===== src/rtl/irq_cfg_pkg.sv =====
// Package: constants and helpers shared by the trigger configuration bank.
// Assumes 32-bit words holding 16 two-bit fields each.
package irq_cfg_pkg;
    localparam int unsigned CFG_BASE     = 32'h0000_0C00;
    localparam int unsigned IDS_PER_WORD = 16;
    localparam logic [31:0] SGI_WORD     = 32'hAAAA_AAAA;

    typedef enum logic [1:0] {
        WCLS_NONE,
        WCLS_SGI,
        WCLS_PPI,
        WCLS_SPI
    } wcls_e;

    // Place 16 mode bits on the odd bit positions of a word.
    function automatic logic [31:0] spread_modes(input logic [15:0] m);
        logic [31:0] r;
        r = '0;
        for (int f = 0; f < 16; f++) r[2*f+1] = m[f];
        return r;
    endfunction

    // Collect the odd bit positions of a word into 16 mode bits.
    function automatic logic [15:0] gather_modes(input logic [31:0] w);
        logic [15:0] r;
        for (int f = 0; f < 16; f++) r[f] = w[2*f+1];
        return r;
    endfunction
endpackage


===== src/rtl/irq_cfg_decode.sv =====
// Address decoder: classifies a byte address into the configuration word class
// and gives the shared-word index. Assumes NUM_WORDS >= 3, address bits [1:0] ignored.
module irq_cfg_decode
    import irq_cfg_pkg::*;
#(
    parameter int ADDR_W    = 16,
    parameter int NUM_WORDS = 4,
    localparam int SPI_WORDS = NUM_WORDS - 2,
    localparam int SPI_IDX_W = (SPI_WORDS > 1) ? $clog2(SPI_WORDS) : 1
) (
    input  logic [ADDR_W-1:0]    addr,
    output wcls_e                cls,
    output logic [SPI_IDX_W-1:0] spi_idx
);
    logic [ADDR_W-1:0] off;
    logic [ADDR_W-3:0] word;
    logic              in_map;

    // Offset from the base and the word index inside the map.
    always_comb begin
        off    = addr - ADDR_W'(CFG_BASE);
        word   = off[ADDR_W-1:2];
        in_map = (addr >= ADDR_W'(CFG_BASE)) && (word < (ADDR_W-2)'(NUM_WORDS));
    end

    // Word class and shared-word index.
    always_comb begin
        spi_idx = SPI_IDX_W'(word - (ADDR_W-2)'(2));
        if (!in_map)                     cls = WCLS_NONE;
        else if (word == '0)             cls = WCLS_SGI;
        else if (word == (ADDR_W-2)'(1)) cls = WCLS_PPI;
        else                             cls = WCLS_SPI;
    end
endmodule


===== src/rtl/irq_ppi_cfg.sv =====
// Private-interrupt mode store. With PROG set, one 16-bit mode copy per
// processor, written and read through cpu_sel; otherwise modes are the
// constant RO_MODES. An out-of-range cpu_sel reads zero and writes nothing.
module irq_ppi_cfg #(
    parameter int          NUM_CPU  = 2,
    parameter int          CPU_W    = 1,
    parameter bit          PROG     = 1'b1,
    parameter logic [15:0] RO_MODES = 16'h0000
) (
    input  logic                    clk,
    input  logic                    rst_n,
    input  logic                    wr_en,
    input  logic [15:0]             wr_modes,
    input  logic [CPU_W-1:0]        cpu_sel,
    output logic [15:0]             rd_modes,
    output logic [NUM_CPU*16-1:0]   all_modes
);
    logic cpu_ok;

    // Requesting processor exists.
    always_comb cpu_ok = ({1'b0, cpu_sel} < (CPU_W+1)'(NUM_CPU));

    generate
        if (PROG) begin : g_banked
            logic [15:0] bank_q [NUM_CPU];
            for (genvar c = 0; c < NUM_CPU; c++) begin : g_cpu
                // Per-processor copy; reset to level-sensitive.
                always_ff @(posedge clk) begin
                    if (!rst_n)
                        bank_q[c] <= '0;
                    else if (wr_en && cpu_ok && (cpu_sel == CPU_W'(c)))
                        bank_q[c] <= wr_modes;
                end
                assign all_modes[c*16 +: 16] = bank_q[c];
            end
            // Read the copy of the requesting processor.
            always_comb begin
                rd_modes = '0;
                for (int c = 0; c < NUM_CPU; c++)
                    if (cpu_ok && (cpu_sel == CPU_W'(c))) rd_modes = bank_q[c];
            end
        end else begin : g_fixed
            // Fixed modes, writes dropped.
            always_comb rd_modes = cpu_ok ? RO_MODES : 16'h0000;
            assign all_modes = {NUM_CPU{RO_MODES}};
        end
    endgenerate
endmodule


===== src/rtl/irq_spi_cfg.sv =====
// Shared-interrupt mode store: SPI_WORDS words of 16 mode bits, each written
// when its index matches. Assumes the caller qualifies wr_en with the decode.
module irq_spi_cfg #(
    parameter int SPI_WORDS = 2,
    parameter int IDX_W     = 1
) (
    input  logic                      clk,
    input  logic                      rst_n,
    input  logic                      wr_en,
    input  logic [IDX_W-1:0]          wr_idx,
    input  logic [15:0]               wr_modes,
    input  logic [IDX_W-1:0]          rd_idx,
    output logic [15:0]               rd_modes,
    output logic [SPI_WORDS*16-1:0]   all_modes
);
    logic [15:0] cfg_q [SPI_WORDS];

    generate
        for (genvar w = 0; w < SPI_WORDS; w++) begin : g_word
            // One mode word; reset to level-sensitive.
            always_ff @(posedge clk) begin
                if (!rst_n)
                    cfg_q[w] <= '0;
                else if (wr_en && (wr_idx == IDX_W'(w)))
                    cfg_q[w] <= wr_modes;
            end
            assign all_modes[w*16 +: 16] = cfg_q[w];
        end
    endgenerate

    // Select the addressed word for read.
    always_comb begin
        rd_modes = '0;
        for (int w = 0; w < SPI_WORDS; w++)
            if (rd_idx == IDX_W'(w)) rd_modes = cfg_q[w];
    end
endmodule


===== src/rtl/irq_pend_latch.sv =====
// Pending latches for N inputs. Level mode: pending is the input registered.
// Edge mode: a rising edge sets a sticky bit; clear drops it, set wins.
module irq_pend_latch #(
    parameter int N = 32
) (
    input  logic         clk,
    input  logic         rst_n,
    input  logic [N-1:0] sig_in,
    input  logic [N-1:0] edge_mode,
    input  logic [N-1:0] clr,
    output logic [N-1:0] pend
);
    logic [N-1:0] in_d_q;
    logic [N-1:0] pend_q;
    logic [N-1:0] rise;

    // Rising-edge detect against last cycle's input.
    always_comb rise = sig_in & ~in_d_q;

    // Input history and pending state.
    always_ff @(posedge clk) begin
        if (!rst_n) begin
            in_d_q <= '0;
            pend_q <= '0;
        end else begin
            in_d_q <= sig_in;
            pend_q <= (edge_mode & (rise | (pend_q & ~clr))) | (~edge_mode & sig_in);
        end
    end

    assign pend = pend_q;
endmodule


===== src/rtl/irq_cfg_bank.sv =====
// Top: trigger configuration bank for an interrupt distributor. Decodes the
// register port, applies the class access rules, muxes read data and drives
// per-input modes and pending latches. Assumes NUM_IRQ is a multiple of 16, >= 48.
module irq_cfg_bank
    import irq_cfg_pkg::*;
#(
    parameter int          NUM_IRQ      = 64,
    parameter int          NUM_CPU      = 2,
    parameter int          ADDR_W       = 16,
    parameter bit          PPI_PROG     = 1'b1,
    parameter logic [15:0] PPI_RO_MODES = 16'h0000,
    localparam int NUM_WORDS = NUM_IRQ / IDS_PER_WORD,
    localparam int NUM_SPI   = NUM_IRQ - 32,
    localparam int SPI_WORDS = NUM_WORDS - 2,
    localparam int SPI_IDX_W = (SPI_WORDS > 1) ? $clog2(SPI_WORDS) : 1,
    localparam int CPU_W     = (NUM_CPU > 1) ? $clog2(NUM_CPU) : 1,
    localparam int NUM_PPI   = NUM_CPU * 16
) (
    input  logic               clk,
    input  logic               rst_n,
    input  logic [ADDR_W-1:0]  reg_addr,
    input  logic               reg_we,
    input  logic [31:0]        reg_wdata,
    input  logic [CPU_W-1:0]   reg_cpu,
    output logic [31:0]        reg_rdata,
    input  logic [NUM_SPI-1:0] spi_in,
    input  logic [NUM_SPI-1:0] spi_clr,
    output logic [NUM_SPI-1:0] spi_edge,
    output logic [NUM_SPI-1:0] spi_pend,
    input  logic [NUM_PPI-1:0] ppi_in,
    input  logic [NUM_PPI-1:0] ppi_clr,
    output logic [NUM_PPI-1:0] ppi_edge,
    output logic [NUM_PPI-1:0] ppi_pend
);
    wcls_e                cls;
    logic [SPI_IDX_W-1:0] spi_idx;
    logic [15:0]          wr_modes;
    logic [15:0]          ppi_rd;
    logic [15:0]          spi_rd;
    logic                 ppi_wr;
    logic                 spi_wr;

    irq_cfg_decode #(.ADDR_W(ADDR_W), .NUM_WORDS(NUM_WORDS)) u_dec (
        .addr    (reg_addr),
        .cls     (cls),
        .spi_idx (spi_idx)
    );

    // Upper bits only; reserved bits of the write are dropped here.
    always_comb begin
        wr_modes = gather_modes(reg_wdata);
        ppi_wr   = reg_we && (cls == WCLS_PPI);
        spi_wr   = reg_we && (cls == WCLS_SPI);
    end

    irq_ppi_cfg #(
        .NUM_CPU(NUM_CPU), .CPU_W(CPU_W), .PROG(PPI_PROG), .RO_MODES(PPI_RO_MODES)
    ) u_ppi (
        .clk       (clk),
        .rst_n     (rst_n),
        .wr_en     (ppi_wr),
        .wr_modes  (wr_modes),
        .cpu_sel   (reg_cpu),
        .rd_modes  (ppi_rd),
        .all_modes (ppi_edge)
    );

    irq_spi_cfg #(.SPI_WORDS(SPI_WORDS), .IDX_W(SPI_IDX_W)) u_spi (
        .clk       (clk),
        .rst_n     (rst_n),
        .wr_en     (spi_wr),
        .wr_idx    (spi_idx),
        .wr_modes  (wr_modes),
        .rd_idx    (spi_idx),
        .rd_modes  (spi_rd),
        .all_modes (spi_edge)
    );

    // Read mux by word class; unmapped addresses return zero.
    always_comb begin
        unique case (cls)
            WCLS_SGI: reg_rdata = SGI_WORD;
            WCLS_PPI: reg_rdata = spread_modes(ppi_rd);
            WCLS_SPI: reg_rdata = spread_modes(spi_rd);
            default:  reg_rdata = '0;
        endcase
    end

    irq_pend_latch #(.N(NUM_SPI)) u_spi_pend (
        .clk       (clk),
        .rst_n     (rst_n),
        .sig_in    (spi_in),
        .edge_mode (spi_edge),
        .clr       (spi_clr),
        .pend      (spi_pend)
    );

    irq_pend_latch #(.N(NUM_PPI)) u_ppi_pend (
        .clk       (clk),
        .rst_n     (rst_n),
        .sig_in    (ppi_in),
        .edge_mode (ppi_edge),
        .clr       (ppi_clr),
        .pend      (ppi_pend)
    );
endmodule


===== config.mk =====
export PLATFORM = sky130hd
export DESIGN_NAME = irq_cfg_bank
export DESIGN_NICKNAME = d
export VERILOG_FILES = /design/src/rtl/irq_cfg_pkg.sv /design/src/rtl/irq_cfg_decode.sv /design/src/rtl/irq_ppi_cfg.sv /design/src/rtl/irq_spi_cfg.sv /design/src/rtl/irq_pend_latch.sv /design/src/rtl/irq_cfg_bank.sv
export SDC_FILE = /design/constraint.sdc
export NUM_CORES = 1
export LEC_CHECK = 0
export BUFFER_PORTS_ARGS = -buffer_cell sky130_fd_sc_hd__clkbuf_2
export CORE_MARGIN = 3
export CORE_UTILIZATION = 29
export DETAILED_ROUTE_END_ITERATION = 12
export GPL_ROUTABILITY_DRIVEN = 0
export PLACE_DENSITY_LB_ADDON = 0.12
export SYNTH_ARGS = -nofsm -noshare
export SYNTH_HDL_FRONTEND = slang
export SYNTH_SLANG_ARGS = --single-unit

===== constraint.sdc =====
create_clock -name clk -period 9 [get_ports clk]
set_input_delay 1.8 -clock clk [delete_from_list [all_inputs] [get_ports clk]]
set_output_delay 1.8 -clock clk [all_outputs]
set_load 0.02 [all_outputs]

==> metrics.txt <==
final net count around 1,200; vias in the first global route 6,051; total number of vias between 6,000 and 7,000; placed cell area 0.00949 sq mm; ant diodes 0; Min Hold Slack about 0.49 ns; CP Class in -> out; post-synthesis cell count between 600 and 700; TritonRoute pass-1 iters 4; area leader, netlist dfxtp_1; Maximum Capacitance Violations 0; pre-CTS WS between 3 and 4 ns; setup bufs post-CTS 0; Slew headroom 30.8%; switching share of total power between 20% and 30%; via/cell ratio between 4 and 5; Rows between 50 and 60; total core area around 0.026 sq mm; Skew-Pair Late Insertion Delay 0.43 ns; Clock Path Buffers 2; TritonCTS clock tree built; filler instances between 2,000 and 3,000; setup_tns 0 ns; VDD IR max around 94 uV; main area contributors after synthesis dfxtp_1 33%, edfxtp_1 25%, and2_1 6.8%; die area around 0.029 sq mm; pin count of the biggest net entering global routing 101; number of distinct library cells after synthesis 31; Yosys reg bits 192; root buffer cell clkbuf_16; grt ovf 0; outcome finished clean; Initial Utilization between 20% and 30%; Setup WS post-layout 3.42 ns; CP max FO 16; Area Growth Syn to Fin 30.0%; sequential share of power between 50% and 60%; yosys synthesis warning count 0; Hold Vio Cnt, Final 0; Tcrit/Tclk final between 60% and 70%; Clock Power Share 38.9%; Final min period between 5 and 6 ns; DRT Wirelength 23.0 mm; fin. max-slew vios 0; top cell type's share of synthesized area approximately a third; RSZ-0062 raised after global routing no; DRT iter0 DRCs around 230; clock skew about 0.016 ns; DR DRC count 0; dpl hpwl roughly 17 mm; actual slew at the worst max-slew pin around 1.0 ns; CP Data Required Time 7.20 ns; cell-internal power between 1000 and 1500 uW; buffers added on ports between 300 and 400; register area share after synthesis between 50% and 60%; first-pass GRT wire length 35.0 mm; PwrDens around 190 mW/mm^2; NetSw 525 uW; H-tree depth 4; Leak between 0.004 and 0.005 uW; hold_buf cts 0; die span in y ~170 um; Ports 340; Post-Syn Area ~0.0077 sq mm; Mean Syn Cell Area approximately 11 sq um; initial antenna violation count 1; Startpoint Class input pin; Comb power frac 10.6%; Layout Utilization 38.5%; TritonCTS Buffers 17; clock sinks about 190; Worst-path clk slew about 0.070 ns; layout cells sized above 1 between 30 and 40%; GRT Total Usage 15.9%; post-route cell area slightly above 0.01 sq mm; Min-Delay Path Class reg -> reg; Die Span X approximately 170 um; Routed Antenna Nets 0; cts repair resizes 0; crit path capture type output port; CP arrival ~3.8 ns; fmax 0.179 GHz; setup violators final 0; wire per inst 17.1 um
[registers in the layout, summed over array words and instances, names as in the netlist]
register / flops
u_ppi_pend.in_d_q: 32
u_ppi.g_banked.bank_q: 32
u_spi.cfg_q: 32
u_spi_pend.pend: 32
u_ppi_pend.pend: 32
u_spi_pend.in_d_q: 32
[Yosys cell counts]
cell type and number:
nand2_1 130, dfxtp_1 128, and2_1 84, a21boi_0 64, edfxtp_1 64, nand3b_1 64, mux2i_1 32, clkbuf_1 25
a221oi_1 16, and3_1 16, buf_4 16, nor3b_1 16, and2_2 12, o21ai_0 4, nand4_1 3, buf_2 2
buf_6 2, clkbuf_8 2, nand2b_1 2, nor4_4 2, nor4b_2 2, or4b_4 2, and4_1 1, and4b_1 1
buf_8 1, conb_1 1, nand3_1 1, nand4b_1 1, nor2b_1 1, nor4_2 1, or4_4 1
[path summary, 6_finish.rpt]
check | startpoint | to | slack (ns) | depth (start not counted)
worst max-delay path | reg_addr[8] | reg_rdata[21] | 3.42 | 5
worst min-delay path | u_spi_pend.pend[1]$_SDFF_PN0_ | u_spi_pend.pend[1]$_SDFF_PN0_ | 0.49 | 2
worst max register to register | u_ppi.g_banked.bank_q[0][0]$_SDFFCE_PN0P_ | u_ppi_pend.pend[0]$_SDFF_PN0_ | 8.10 | 3
worst min register to register | u_spi_pend.pend[1]$_SDFF_PN0_ | u_spi_pend.pend[1]$_SDFF_PN0_ | 0.49 | 2
[critical path, cell delays in order]
cell	delay (ns)
clkbuf_2	0.10
nor4b_2	0.47
nand3_1	0.63
a221oi_1	0.50
clkbuf_2	0.28
[cell families (layout without fill, tap and decap cells)]
kind of cell / count (synthesis) / count (layout) / synth area share [%]
compound gates: 84 / 84 / 8.28
flops: 192 / 192 / 58.0
simple gates: 340 / 340 / 25.8
buf+inv: 48 / 340 / 3.74
other cells: 1 / 16 / 0.0485
mux: 32 / 32 / 4.14
[placed cells by master, fill, tap and decap left out, drive strengths merged]
cell type	instances
a21boi	64
a221oi	16
and2	96
and3	16
and4	1
and4b	1
buf	4
clkbuf	324
clkinv	4
conb	16
dfxtp	128
edfxtp	64
inv	8
mux2i	32
nand2	130
nand2b	2
nand3	1
nand3b	64
nand4	3
nand4b	1
nor2b	1
nor3b	16
nor4	3
nor4b	2
o21ai	4
or4	1
or4b	2
[layout make-up]
| type | count | area (sq um) | share of cell area [%] |
|---|---|---|---|
| repair buffers | 308 | 1550 | 15.4 |
| clock inverters | 12 | 113 | 1.12 |
| well taps | 335 | 419 | 4.17 |
| flip-flops and latches | 192 | 4480 | 44.6 |
| clock buffers | 20 | 457 | 4.54 |
| multi-input cells | 472 | 3030 | 30.2 |
[layer usage]
layer  track usage [%]  part of all wire, %  routed length [um]  vias to the layer above
met5                 0                0.057                  13                        -
met4              4.09                  1.1                 247                        2
met3              4.19                  6.5                1500                       14
met2              27.3                   49               11300                      205
met1              19.9                   43                9940                     2882
li1                  -                    -                   -                     2978
[stage by stage]
step	total power [uW]	std cells
floorplan	1110	712
global placement	1210	1307
detailed placement	1210	1307
CTS	1960	1339
global route	2020	1339
finish	1930	1339
[power by group through the flow]
stage / clock network [uW] / logic, uW / registers, uW
finish: 751 / 205 / 977
global route: 811 / 226 / 985
CTS: 773 / 209 / 979
detailed placement: 0 / 208 / 999
global placement: 0 / 207 / 999
floorplan: 0 / 79.6 / 1030
Power figures use the tool's default switching activity.
